$ cat src/rtl/gpio_bank_pkg.sv
package gpio_bank_pkg;
  localparam int unsigned MODE_W = 2;

  typedef enum logic [1:0] {
    MODE_INPUT  = 2'b00,
    MODE_OUTPUT = 2'b01,
    MODE_ALT    = 2'b10,
    MODE_RSVD   = 2'b11
  } pin_mode_e;

  typedef enum logic [1:0] {
    SEL_MODE = 2'd0,
    SEL_DATA = 2'd1,
    SEL_PULL = 2'd2,
    SEL_NONE = 2'd3
  } reg_sel_e;

  localparam int unsigned WORD_MODE = 0;
  localparam int unsigned WORD_DATA = 1;
  localparam int unsigned WORD_PULL = 2;
endpackage

$ cat src/rtl/gpio_addr_decode.sv
module gpio_addr_decode
  import gpio_bank_pkg::*;
#(
  parameter int unsigned ADDR_W = 8
) (
  input  logic [ADDR_W-1:0] addr,
  output reg_sel_e          sel
);
  localparam int unsigned IDX_W = ADDR_W - 2;

  logic [IDX_W-1:0] word_idx;
  logic [1:0]       byte_lane;

  // the low two address bits pick a byte lane, which this bank ignores
  assign word_idx  = addr[ADDR_W-1:2];
  assign byte_lane = addr[1:0];

  always_comb begin
    sel = SEL_NONE;
    if (word_idx == IDX_W'(WORD_MODE))      sel = SEL_MODE;
    else if (word_idx == IDX_W'(WORD_DATA)) sel = SEL_DATA;
    else if (word_idx == IDX_W'(WORD_PULL)) sel = SEL_PULL;
    else if (byte_lane == 2'b11)            sel = SEL_NONE;
  end
endmodule

$ cat src/rtl/gpio_mode_decode.sv
module gpio_mode_decode
  import gpio_bank_pkg::*;
#(
  parameter int unsigned PINS = 16
) (
  input  logic [PINS*MODE_W-1:0] mode_q,
  output logic [PINS-1:0]        out_mask,
  output logic [PINS-1:0]        idle_mask
);
  for (genvar g = 0; g < PINS; g++) begin : g_pin
    pin_mode_e field;
    assign field        = pin_mode_e'(mode_q[g*MODE_W +: MODE_W]);
    assign out_mask[g]  = (field == MODE_OUTPUT);
    assign idle_mask[g] = (field == MODE_INPUT);
  end
endmodule

$ cat src/rtl/gpio_reg_file.sv
module gpio_reg_file
  import gpio_bank_pkg::*;
#(
  parameter int unsigned PINS   = 16,
  parameter int unsigned DATA_W = 32
) (
  input  logic                   clk,
  input  logic                   rst_n,
  input  logic                   wr_en,
  input  reg_sel_e               sel,
  input  logic [DATA_W-1:0]      wdata,
  input  logic [PINS-1:0]        out_mask,
  output logic [PINS*MODE_W-1:0] mode_q,
  output logic [PINS-1:0]        data_q,
  output logic [PINS-1:0]        pull_q
);
  localparam int unsigned MODE_BITS = PINS * MODE_W;

  logic [PINS-1:0] data_merged;

  // gated merge: clear the output-mode bits, then OR in the new ones
  assign data_merged = (data_q & ~out_mask) | (wdata[PINS-1:0] & out_mask);

  always_ff @(posedge clk or negedge rst_n) begin
    if (!rst_n) begin
      mode_q <= '0;
      data_q <= '0;
      pull_q <= '0;
    end else if (wr_en) begin
      unique case (sel)
        SEL_MODE: mode_q <= wdata[MODE_BITS-1:0];
        SEL_DATA: data_q <= data_merged;
        SEL_PULL: pull_q <= wdata[PINS-1:0];
        default:  ;
      endcase
    end
  end
endmodule

$ cat src/rtl/gpio_read_path.sv
module gpio_read_path
  import gpio_bank_pkg::*;
#(
  parameter int unsigned     PINS       = 16,
  parameter int unsigned     DATA_W     = 32,
  parameter logic [PINS-1:0] FORCE_MASK = 16'hC000
) (
  input  logic                   clk,
  input  logic                   rst_n,
  input  logic                   rd_en,
  input  reg_sel_e               sel,
  input  logic [PINS*MODE_W-1:0] mode_q,
  input  logic [PINS-1:0]        data_q,
  input  logic [PINS-1:0]        pull_q,
  input  logic [PINS-1:0]        idle_mask,
  output logic [DATA_W-1:0]      rdata,
  output logic                   rvalid
);
  logic [PINS-1:0]   data_view;
  logic [DATA_W-1:0] rdata_d;

  // bus lines in input mode read back as released; storage untouched
  assign data_view = data_q | (FORCE_MASK & idle_mask);

  always_comb begin
    unique case (sel)
      SEL_MODE: rdata_d = DATA_W'(mode_q);
      SEL_DATA: rdata_d = DATA_W'(data_view);
      SEL_PULL: rdata_d = DATA_W'(pull_q);
      default:  rdata_d = '0;
    endcase
  end

  always_ff @(posedge clk or negedge rst_n) begin
    if (!rst_n) begin
      rdata  <= '0;
      rvalid <= 1'b0;
    end else begin
      rvalid <= rd_en;
      if (rd_en) rdata <= rdata_d;
    end
  end
endmodule

$ cat src/rtl/gpio_port_bank.sv
module gpio_port_bank
  import gpio_bank_pkg::*;
#(
  parameter int unsigned     PINS       = 16,
  parameter int unsigned     ADDR_W     = 8,
  parameter int unsigned     DATA_W     = 32,
  parameter logic [PINS-1:0] FORCE_MASK = 16'hC000
) (
  input  logic              clk,
  input  logic              rst_n,
  input  logic              bus_wr,
  input  logic              bus_rd,
  input  logic [ADDR_W-1:0] bus_addr,
  input  logic [DATA_W-1:0] bus_wdata,
  output logic [DATA_W-1:0] bus_rdata,
  output logic              bus_rvalid,
  output logic [PINS-1:0]   pin_out,
  output logic [PINS-1:0]   pin_oe,
  output logic [PINS-1:0]   pin_pull
);
  localparam int unsigned MODE_BITS = PINS * MODE_W;

  reg_sel_e               sel;
  logic [MODE_BITS-1:0]   mode_q;
  logic [PINS-1:0]        data_q;
  logic [PINS-1:0]        pull_q;
  logic [PINS-1:0]        out_mask;
  logic [PINS-1:0]        idle_mask;

  gpio_addr_decode #(.ADDR_W(ADDR_W)) u_dec (
    .addr (bus_addr),
    .sel  (sel)
  );

  gpio_mode_decode #(.PINS(PINS)) u_mode (
    .mode_q    (mode_q),
    .out_mask  (out_mask),
    .idle_mask (idle_mask)
  );

  gpio_reg_file #(.PINS(PINS), .DATA_W(DATA_W)) u_regs (
    .clk      (clk),
    .rst_n    (rst_n),
    .wr_en    (bus_wr),
    .sel      (sel),
    .wdata    (bus_wdata),
    .out_mask (out_mask),
    .mode_q   (mode_q),
    .data_q   (data_q),
    .pull_q   (pull_q)
  );

  gpio_read_path #(.PINS(PINS), .DATA_W(DATA_W), .FORCE_MASK(FORCE_MASK)) u_rd (
    .clk       (clk),
    .rst_n     (rst_n),
    .rd_en     (bus_rd),
    .sel       (sel),
    .mode_q    (mode_q),
    .data_q    (data_q),
    .pull_q    (pull_q),
    .idle_mask (idle_mask),
    .rdata     (bus_rdata),
    .rvalid    (bus_rvalid)
  );

  assign pin_out  = data_q;
  assign pin_oe   = out_mask;
  assign pin_pull = pull_q;
endmodule

$ cat config.mk
export PLATFORM = sky130hd
export DESIGN_NAME = gpio_port_bank
export DESIGN_NICKNAME = d
export VERILOG_FILES = /design/src/rtl/gpio_bank_pkg.sv /design/src/rtl/gpio_addr_decode.sv /design/src/rtl/gpio_mode_decode.sv /design/src/rtl/gpio_reg_file.sv /design/src/rtl/gpio_read_path.sv /design/src/rtl/gpio_port_bank.sv
export SDC_FILE = /design/constraint.sdc
export NUM_CORES = 1
export LEC_CHECK = 0
export CAP_MARGIN = 10
export CELL_PAD_IN_SITES_DETAIL_PLACEMENT = 0
export CELL_PAD_IN_SITES_GLOBAL_PLACEMENT = 1
export CORE_MARGIN = 10
export CORE_UTILIZATION = 37
export CTS_CLUSTER_SIZE = 40
export DETAILED_ROUTE_END_ITERATION = 12
export GPL_TIMING_DRIVEN = 0
export HOLD_SLACK_MARGIN = 0.1
export PLACE_DENSITY_LB_ADDON = 0.1
export SLEW_MARGIN = 20
export SYNTH_ARGS = -nofsm -noshare
export SYNTH_HDL_FRONTEND = slang
export SYNTH_SLANG_ARGS = --single-unit
$ cat constraint.sdc
create_clock -name clk -period 1.4 [get_ports clk]
set_input_delay 0.21 -clock clk [delete_from_list [all_inputs] [get_ports clk]]
set_output_delay 0.21 -clock clk [all_outputs]
set_load 0.1 [all_outputs]
# Word level (Yosys, flattened, before mapping)
# Index checks and enable logic that the tools add are counted.
[totals]
register_bits = 97
input_bits = 44
output_inout_bits = 81
wordCells = 41
[op_classes]
n_eq_ne = 20
n_mux = 4
n_bitwise = 5
reduce_logical = 7
[ops]
columns = ["op", "count"]
rows = [
  ["32-bit case mux with 3 select lines", 1],
  ["2-bit by 1-bit equality test with 1-bit output, second input constant", 17],
  ["16-bit bitwise AND", 2],
  ["16-bit bitwise OR", 2],
  ["16-bit NOT", 1],
  ["6-bit by 1-bit equality test with 1-bit output, second input constant", 1],
  ["6-bit by 2-bit equality test with 1-bit output, second input constant", 1],
  ["2-bit logical NOT", 3],
  ["6-bit logical NOT", 1],
  ["2-bit AND reduction", 3],
  ["2-bit two-way mux", 2],
  ["2-bit equality test, second input constant", 1],
  ["1-bit two-way mux", 1],
]

# Depth between registers and ports, before layout
# Gate-level depths: netlist of the first run.
[depth]
ltp_word = 6
mapped_depth = 6
mapped_depth_nobuf = 3

# Hierarchy
# A second synthesis of the first run with hierarchy kept.
[hier_totals]
hier_cells = 333
area_unflattened_um2 = 4448.0
[by_module_without_submodules]
columns = ["mod", "n_inst", "cells_per_inst", "area_per_inst_um2", "seq_area_each_um2"]
rows = [
  ["gpio_reg_file", 1, 156, 2573.7, 1601.5],
  ["gpio_read_path", 1, 142, 1569.0, 825.8],
  ["gpio_mode_decode", 1, 32, 280.3, 0.0],
  ["gpio_addr_decode", 1, 3, 25.0, 0.0],
]

# Worst setup path before layout of the first run
# OpenSTA, ideal clock, no wires.
[synth_path]
path_kind = "reg2reg"
from = "register u_regs.mode_q[1]"
to = "register with a tool-made name"
setup_time_ns = 0.126
arrival_time_ns = 2.441
t_required_ns = 1.274
slack_ns = -1.167
stages_incl_launch_ff = 4
n_path_buf = 0
period_less_slack_ns = 2.567
path_cell_list = "dfrtp_1 nor2b_1 and4_1 mux2_2"
[synth_lines]
columns = ["item", "line_no", "rtl"]
rows = [
  ["start, declared", "gpio_reg_file.sv:13", "output logic [PINS*MODE_W-1:0] mode_q,"],
  ["start signal, assigned", "gpio_reg_file.sv:31", "SEL_MODE: mode_q <= wdata[MODE_BITS-1:0];"],
]

==> reports/qor.yml, run 1 <==
synthesis:
  postSynthCellCount: 355
  synth_cell_types: 26
  synthTopCellsByArea: "dfrtp_1 56%, mux2_1 13%, mux2_2 7.8%"
  ys_warn_count: 0
  yosysTopAreaCell: "dfrtp_1"
  ys_ff_latch: 97
  syn-num-nets: 399
  ys_seq_area_frac: 0.5581
  syn-cell-area_um2: 4349
  netlist.area_leader.share: 0.5581
  avgSynthCellArea_um2: 12.25
placed_design:
  place.gp.congestion: 0.7924
  port_buffers: 121
  place_area_um2: 6050
  post-place-cells: 620
  dp_hpwl_mm: 9.624
finish:
  drive_above_1_share: 0.4931
  n_antenna_cell: 0
  final_area_um2: 6519
  area_growth_pct: 49.88
  finalNonFillerCells: 648
  layout.nets: 544
drt:
  viasPerCell: 5.085
  route.detailed.drc: 0
  drt_pass1_iterations: 4
  ant_nets: 0
  wire_per_inst_um: 20.95
  routed_wl_mm: 13.58
  via_count: 3295
  first_iter_violations: 226
pwr:
  power_density_nw_per_um2: 1247
  switching_share: 0.3639
  power.leakage_nw: 2.970
  power_mw: 8.127
  power.switching_mw: 2.957
  power.internal_mw: 5.170
  power.share.sequential: 0.401
  p_clk_frac: 0.287
  irDropWorstVdd_mv: 0.9553
  comb_power_share: 0.312
die:
  num_rows: 39
  num_io_pins: 125
  die_width_um: 128.4
  fp.coreArea_um2: 11470
  initial_core_util: 0.3793
  die-area_um2: 16490
  chipHeight_um: 128.4
global_route:
  grt_antenna_before_repair: 0
  grt_max_degree: 59
  grt_pass1_vias: 3743
  grt_pass1_wl_mm: 21.67
  grt.overflow.total: 0
  grt.total_usage: 0.1711
clocking:
  cts_tree: "yes"
  cts.path.max_buffers: 2
  clock_sinks: 97
  cts_made_buffers: 9
  cts.reportedPaths.clkPinSlew_ns: 0.07
  worstSkewPairLatency_ns: 0.35
  htreeDepth: 3
  cts-root-buf: "clkbuf_16"
timing:
  setup_viol: 0
  rsz0062_at_grt: "yes"
  setup_tns_ns: 0
  fin_crit_ns: 1.393
  finClkSkew_ns: 0.006349
  finalHoldViolCount: 0
  relSlewSlack: 0.5858
  timing.hold.ws_ns: 0.3340
  clock.fmax_mhz: 717.9
  tightest_slew_ns: 0.6213
  slew_viol_final: 0
  fin_crit_sh: 0.9949
run:
  max_cap_viol_count: 0
setup_path:
  start_kind: "input pin"
  worst-setup-path-type: "in2reg"
  path_max_fanout: 8
  cp.required_ns: 1.64
  cp.arrival_ns: 1.63
  end_kind: "flop"
min_path:
  hold_path.class: "in2reg"
status:
  outcome: "finished, final reports clean"
[placed cells by master (no fill, tap or decap), types with 3 or more instances in the layout]
cell	instances
dfrtp_1	74
buf_2	39
mux2_4	38
clkdlybuf4s50_1	33
inv_1	31
nand3_1	28
clkbuf_4	28
mux2_2	23
dfrtp_2	23
buf_12	21
mux2_1	19
o22ai_1	18
buf_4	16
nor2_1	14
a31oi_1	14
and4_1	9
clkbuf_16	9
nor2b_4	8
clkbuf_2	7
nor4_4	7
nor2_4	6
clkbuf_1	6
inv_2	5
buf_6	5
clkbuf_8	3
[path summary, 6_finish.rpt]
kind,slack (ns),startpoint,endpoint,cells after the start
hold / removal,0.33,bus_addr[3],u_rd.rdata[0],4
hold reg to reg,0.51,u_regs.mode_q[0],u_regs.mode_q[0],1
min in group asynchronous,0.35,rst_n,async pin,2
max in group asynchronous,0.41,rst_n,u_regs.mode_q[27],3
setup reg to reg,0.08,u_regs.mode_q[26],flop,3
setup / recovery,0.007,bus_addr[4],flop,5
[synthesized netlist by cell type]
cell / n
inv_1: 35
inv_2: 1
and4_1: 9
clkbuf_1: 7
a22oi_1: 2
o211ai_1: 1
or4_4: 1
nand4_2: 1
a31oi_1: 14
buf_6: 1
nand3b_2: 1
clkbuf_2: 1
nor4_4: 1
nand3_2: 1
nand3_1: 28
buf_4: 3
nor2_1: 22
buf_2: 9
mux2_2: 30
mux2_1: 50
dfrtp_1: 97
o22ai_1: 18
buf_1: 2
nor2b_1: 10
nor4_2: 8
o21bai_1: 2
[what timing repair did]
item / 4_1_cts / 5_1_grt
pin swaps: 10 / 5
resized for setup: 498 / 72
hold buffers: 1 / 0
endpoints found under the setup margin: 177 / 68
hold endpoints to repair: 39 / 0
cloned: 1 / 0
buffers inserted: 7 / 4
[critical path: stages]
cell    delay, ns
buf_6        0.10
or4_4        0.55
buf_12       0.18
nor4_4       0.26
mux2_4       0.33
[cells by family (layout without fill, tap and decap cells)]
logic type,Yosys count,count (layout),synth area share
flip-flops,97,97,0.5581
multiplexers,80,80,0.2071
AO/OA/AOI/OAI,37,37,0.05466
AND/OR/NAND/NOR,82,82,0.1220
buffers and inverters,59,209,0.05811
[power by group through the flow]
| stage | sequential, mW | clock [mW] | combinational (mW) |
|---|---|---|---|
| after floorplan | 3.97 | 0 | 0.987 |
| after global placement | 3.28 | 0 | 2.35 |
| after detailed placement | 3.29 | 0 | 2.37 |
| after CTS | 3.25 | 2.40 | 2.39 |
| after global routing | 3.29 | 2.52 | 2.64 |
| final | 3.26 | 2.33 | 2.53 |
[per-layer routing]
layer,routed length [um],global-route usage,up-vias
met5,0,0,-
met4,110,0.03709,0
met3,980,0.07351,9
met2,6693,0.2743,87
met1,5793,0.2098,1652
li1,-,-,1547
[stage by stage]
stage	util	worst slack (ns)
detailed placement	0.5276	-0.9985
floorplan	-	-0.2373
CTS	0.5480	-0.007915
global placement	0.5250	-4.027
finish	0.5685	0.007127
global route	0.5685	-0.02955
[cell type report]
class	count	area [um2]
multi-input cells	199	1999
repair buffers	135	1275
clock buffers	16	271.5
fillers	963	4949
flip-flops and latches	97	2456
inverters	36	135.1
well taps	143	178.9
plain buffers	22	202.7
No activity file was read; power rests on OpenSTA's default activity.
==> inputs of run 2 (changes only) <==
- GPL_ROUTABILITY_DRIVEN: unset -> 0
==> results of run 2 <==
The final DEF is identical to that of run 1; final timing and power are the same.
==> inputs of run 3 (changes only) <==
- CTS_CLUSTER_DIAMETER: unset -> 80
- clock period: 1.4 -> 1.6 ns (I/O delays scaled with it)
==> reports/qor.yml, run 3 (synthesis gave the netlist of run 1 again) <==
clocking:
  cts-root-buf: "clkbuf_16"
  cts.path.max_buffers: 2
  htreeDepth: 3
  cts_made_buffers: 9
  worstSkewPairLatency_ns: 0.34
  cts_tree: "yes"
  cts.reportedPaths.clkPinSlew_ns: 0.07
  clock_sinks: 97
finish:
  final_common_cell: "dfrtp_1"
  finalNonFillerCells: 641
  n_antenna_cell: 0
  final_cell_mix: "97 x dfrtp_1, 64 x clkdlybuf4s15_2, 48 x mux2_1"
  layout.nets: 537
  area_growth_pct: 48.07
  drive_above_1_share: 0.3695
  fillers: 1008
setup_path:
  cp.required_ns: 1.36
  end_kind: "output pin"
  crit_chain: "clkdlybuf4s15_2"
  worst-path-buf-inv: 1
  cpPeakStageDelay_ns: 0.59
  ff2ff_path_depth: 2
  path_max_fanout: 3
  crit_slowest_cell: "clkdlybuf4s15_2"
  start_kind: "flop"
  worst-setup-path-type: "reg2out"
  cp_num_cells: 1
  cp.arrival_ns: 1.32
  crit_family: "buffers and inverters"
run:
  max_cap_viol_count: 0
timing:
  setup_viol: 0
  relSlewSlack: 0.6037
  fin_crit_sh: 0.9768
  timing.hold.ws_ns: 0.4049
  tightest_slew_ns: 0.5945
  finClkSkew_ns: 0.004493
  rsz0062_at_grt: "no"
  setup_ws_ns: 0.03709
  finalHoldViolCount: 0
  fin_crit_ns: 1.563
  slew_viol_final: 0
  clock.fmax_mhz: 639.8
pwr:
  power_density_nw_per_um2: 1132
  comb_power_share: 0.269
  power.switching_mw: 2.554
  irDropWorstVdd_mv: 0.6648
  power.leakage_nw: 2.832
  power.internal_mw: 4.739
  power_mw: 7.293
  power.share.sequential: 0.387
  p_clk_frac: 0.344
  switching_share: 0.3502
global_route:
  grt_max_degree: 51
  grt.overflow.total: 0
  grt.total_usage: 0.1642
  grt_pass1_vias: 3671
  grt_pass1_wl_mm: 21.00
  grt_antenna_before_repair: 0
placed_design:
  port_buffers: 121
  post-place-cells: 620
  dp_hpwl_mm: 9.589
  preCtsSetupSlack_ns: -0.7946
status:
  outcome: "finished, final reports clean"
drt:
  first_iter_violations: 226
  via_count: 3264
  routed_wl_mm: 13.09
  ant_nets: 0
  route.detailed.drc: 0
  viasPerCell: 5.092
  wire_per_inst_um: 20.42
  drt_pass1_iterations: 4
die:
  fp.coreArea_um2: 11470
  initial_core_util: 0.3793
  num_io_pins: 125
  die_width_um: 128.4
  die-area_um2: 16490
  num_rows: 39
  chipHeight_um: 128.4
min_path:
  hold_path.class: "in2async"
==> run 3: changes by cell type in the layout (fill, tap and decap cells not counted), sizes merged, moves of 3 or more <==
cell	change
clkdlybuf4s15	+65
buf	-57
clkbuf	-21
bufinv	+3
==> run 3: per-stage QoR <==
step / utilization / setup TNS, ns / area (um2)
floorplan: - / -0.1635 / 4456
global placement: 0.5098 / -403.36 / 5846
detailed placement: 0.5123 / -68.75 / 5874
CTS: 0.5601 / 0 / 6422
global route: 0.5616 / 0 / 6440
finish: 0.5616 / 0 / 6440
==> run 3: cell type report <==
type,instances,area (um2),share of cell area
clock inverter,4,98.84,0.01535
sequential,97,2427,0.3769
buffer,22,166.4,0.02584
multi-input combinational,199,1869,0.2903
clock buffer,12,246.5,0.03827
tap,143,178.9,0.02778
timing repair buffer,128,1318,0.2046
inverter,36,135.1,0.02098
==> run 3: power by group through the flow <==
stage	sequential (mW)	combinational [mW]	clock [mW]
after floorplan	3.46	0.782	0
after detailed placement	2.86	2.00	0
after global routing	2.85	2.05	2.66
final	2.83	1.96	2.51
after global placement	2.86	1.98	0
after CTS	2.83	1.97	2.57
==> run 3: final timing paths <==
kind,startpoint,end,slack (ns)
max,u_regs.pull_q[14],pin_pull[14],0.04
min,rst_n,u_regs.pull_q[2],0.40
max reg2reg,u_regs.mode_q[31],flop,0.36
min reg2reg,u_regs.mode_q[16],u_regs.mode_q[16],0.49
max in group asynchronous,rst_n,u_rd.rdata[11],0.58
min in group clk,bus_rd,u_rd.rvalid,0.48
==> run 3: what timing repair did <==
action,CTS,global route
pin swaps,8,5
hold buffers,1,0
hold endpoints to repair,47,0
setup endpoints to repair,171,48
resized for setup,311,23
cloned,0,0
buffers inserted,5,0
==> run 3: layer usage <==
metal  global-route usage  share of wire  vias up
li1                     -              -     1525
met1               0.2057           0.43     1625
met2               0.2590           0.48       94
met3              0.05051          0.075       20
met4              0.06490          0.020        0
met5                    0              0        -
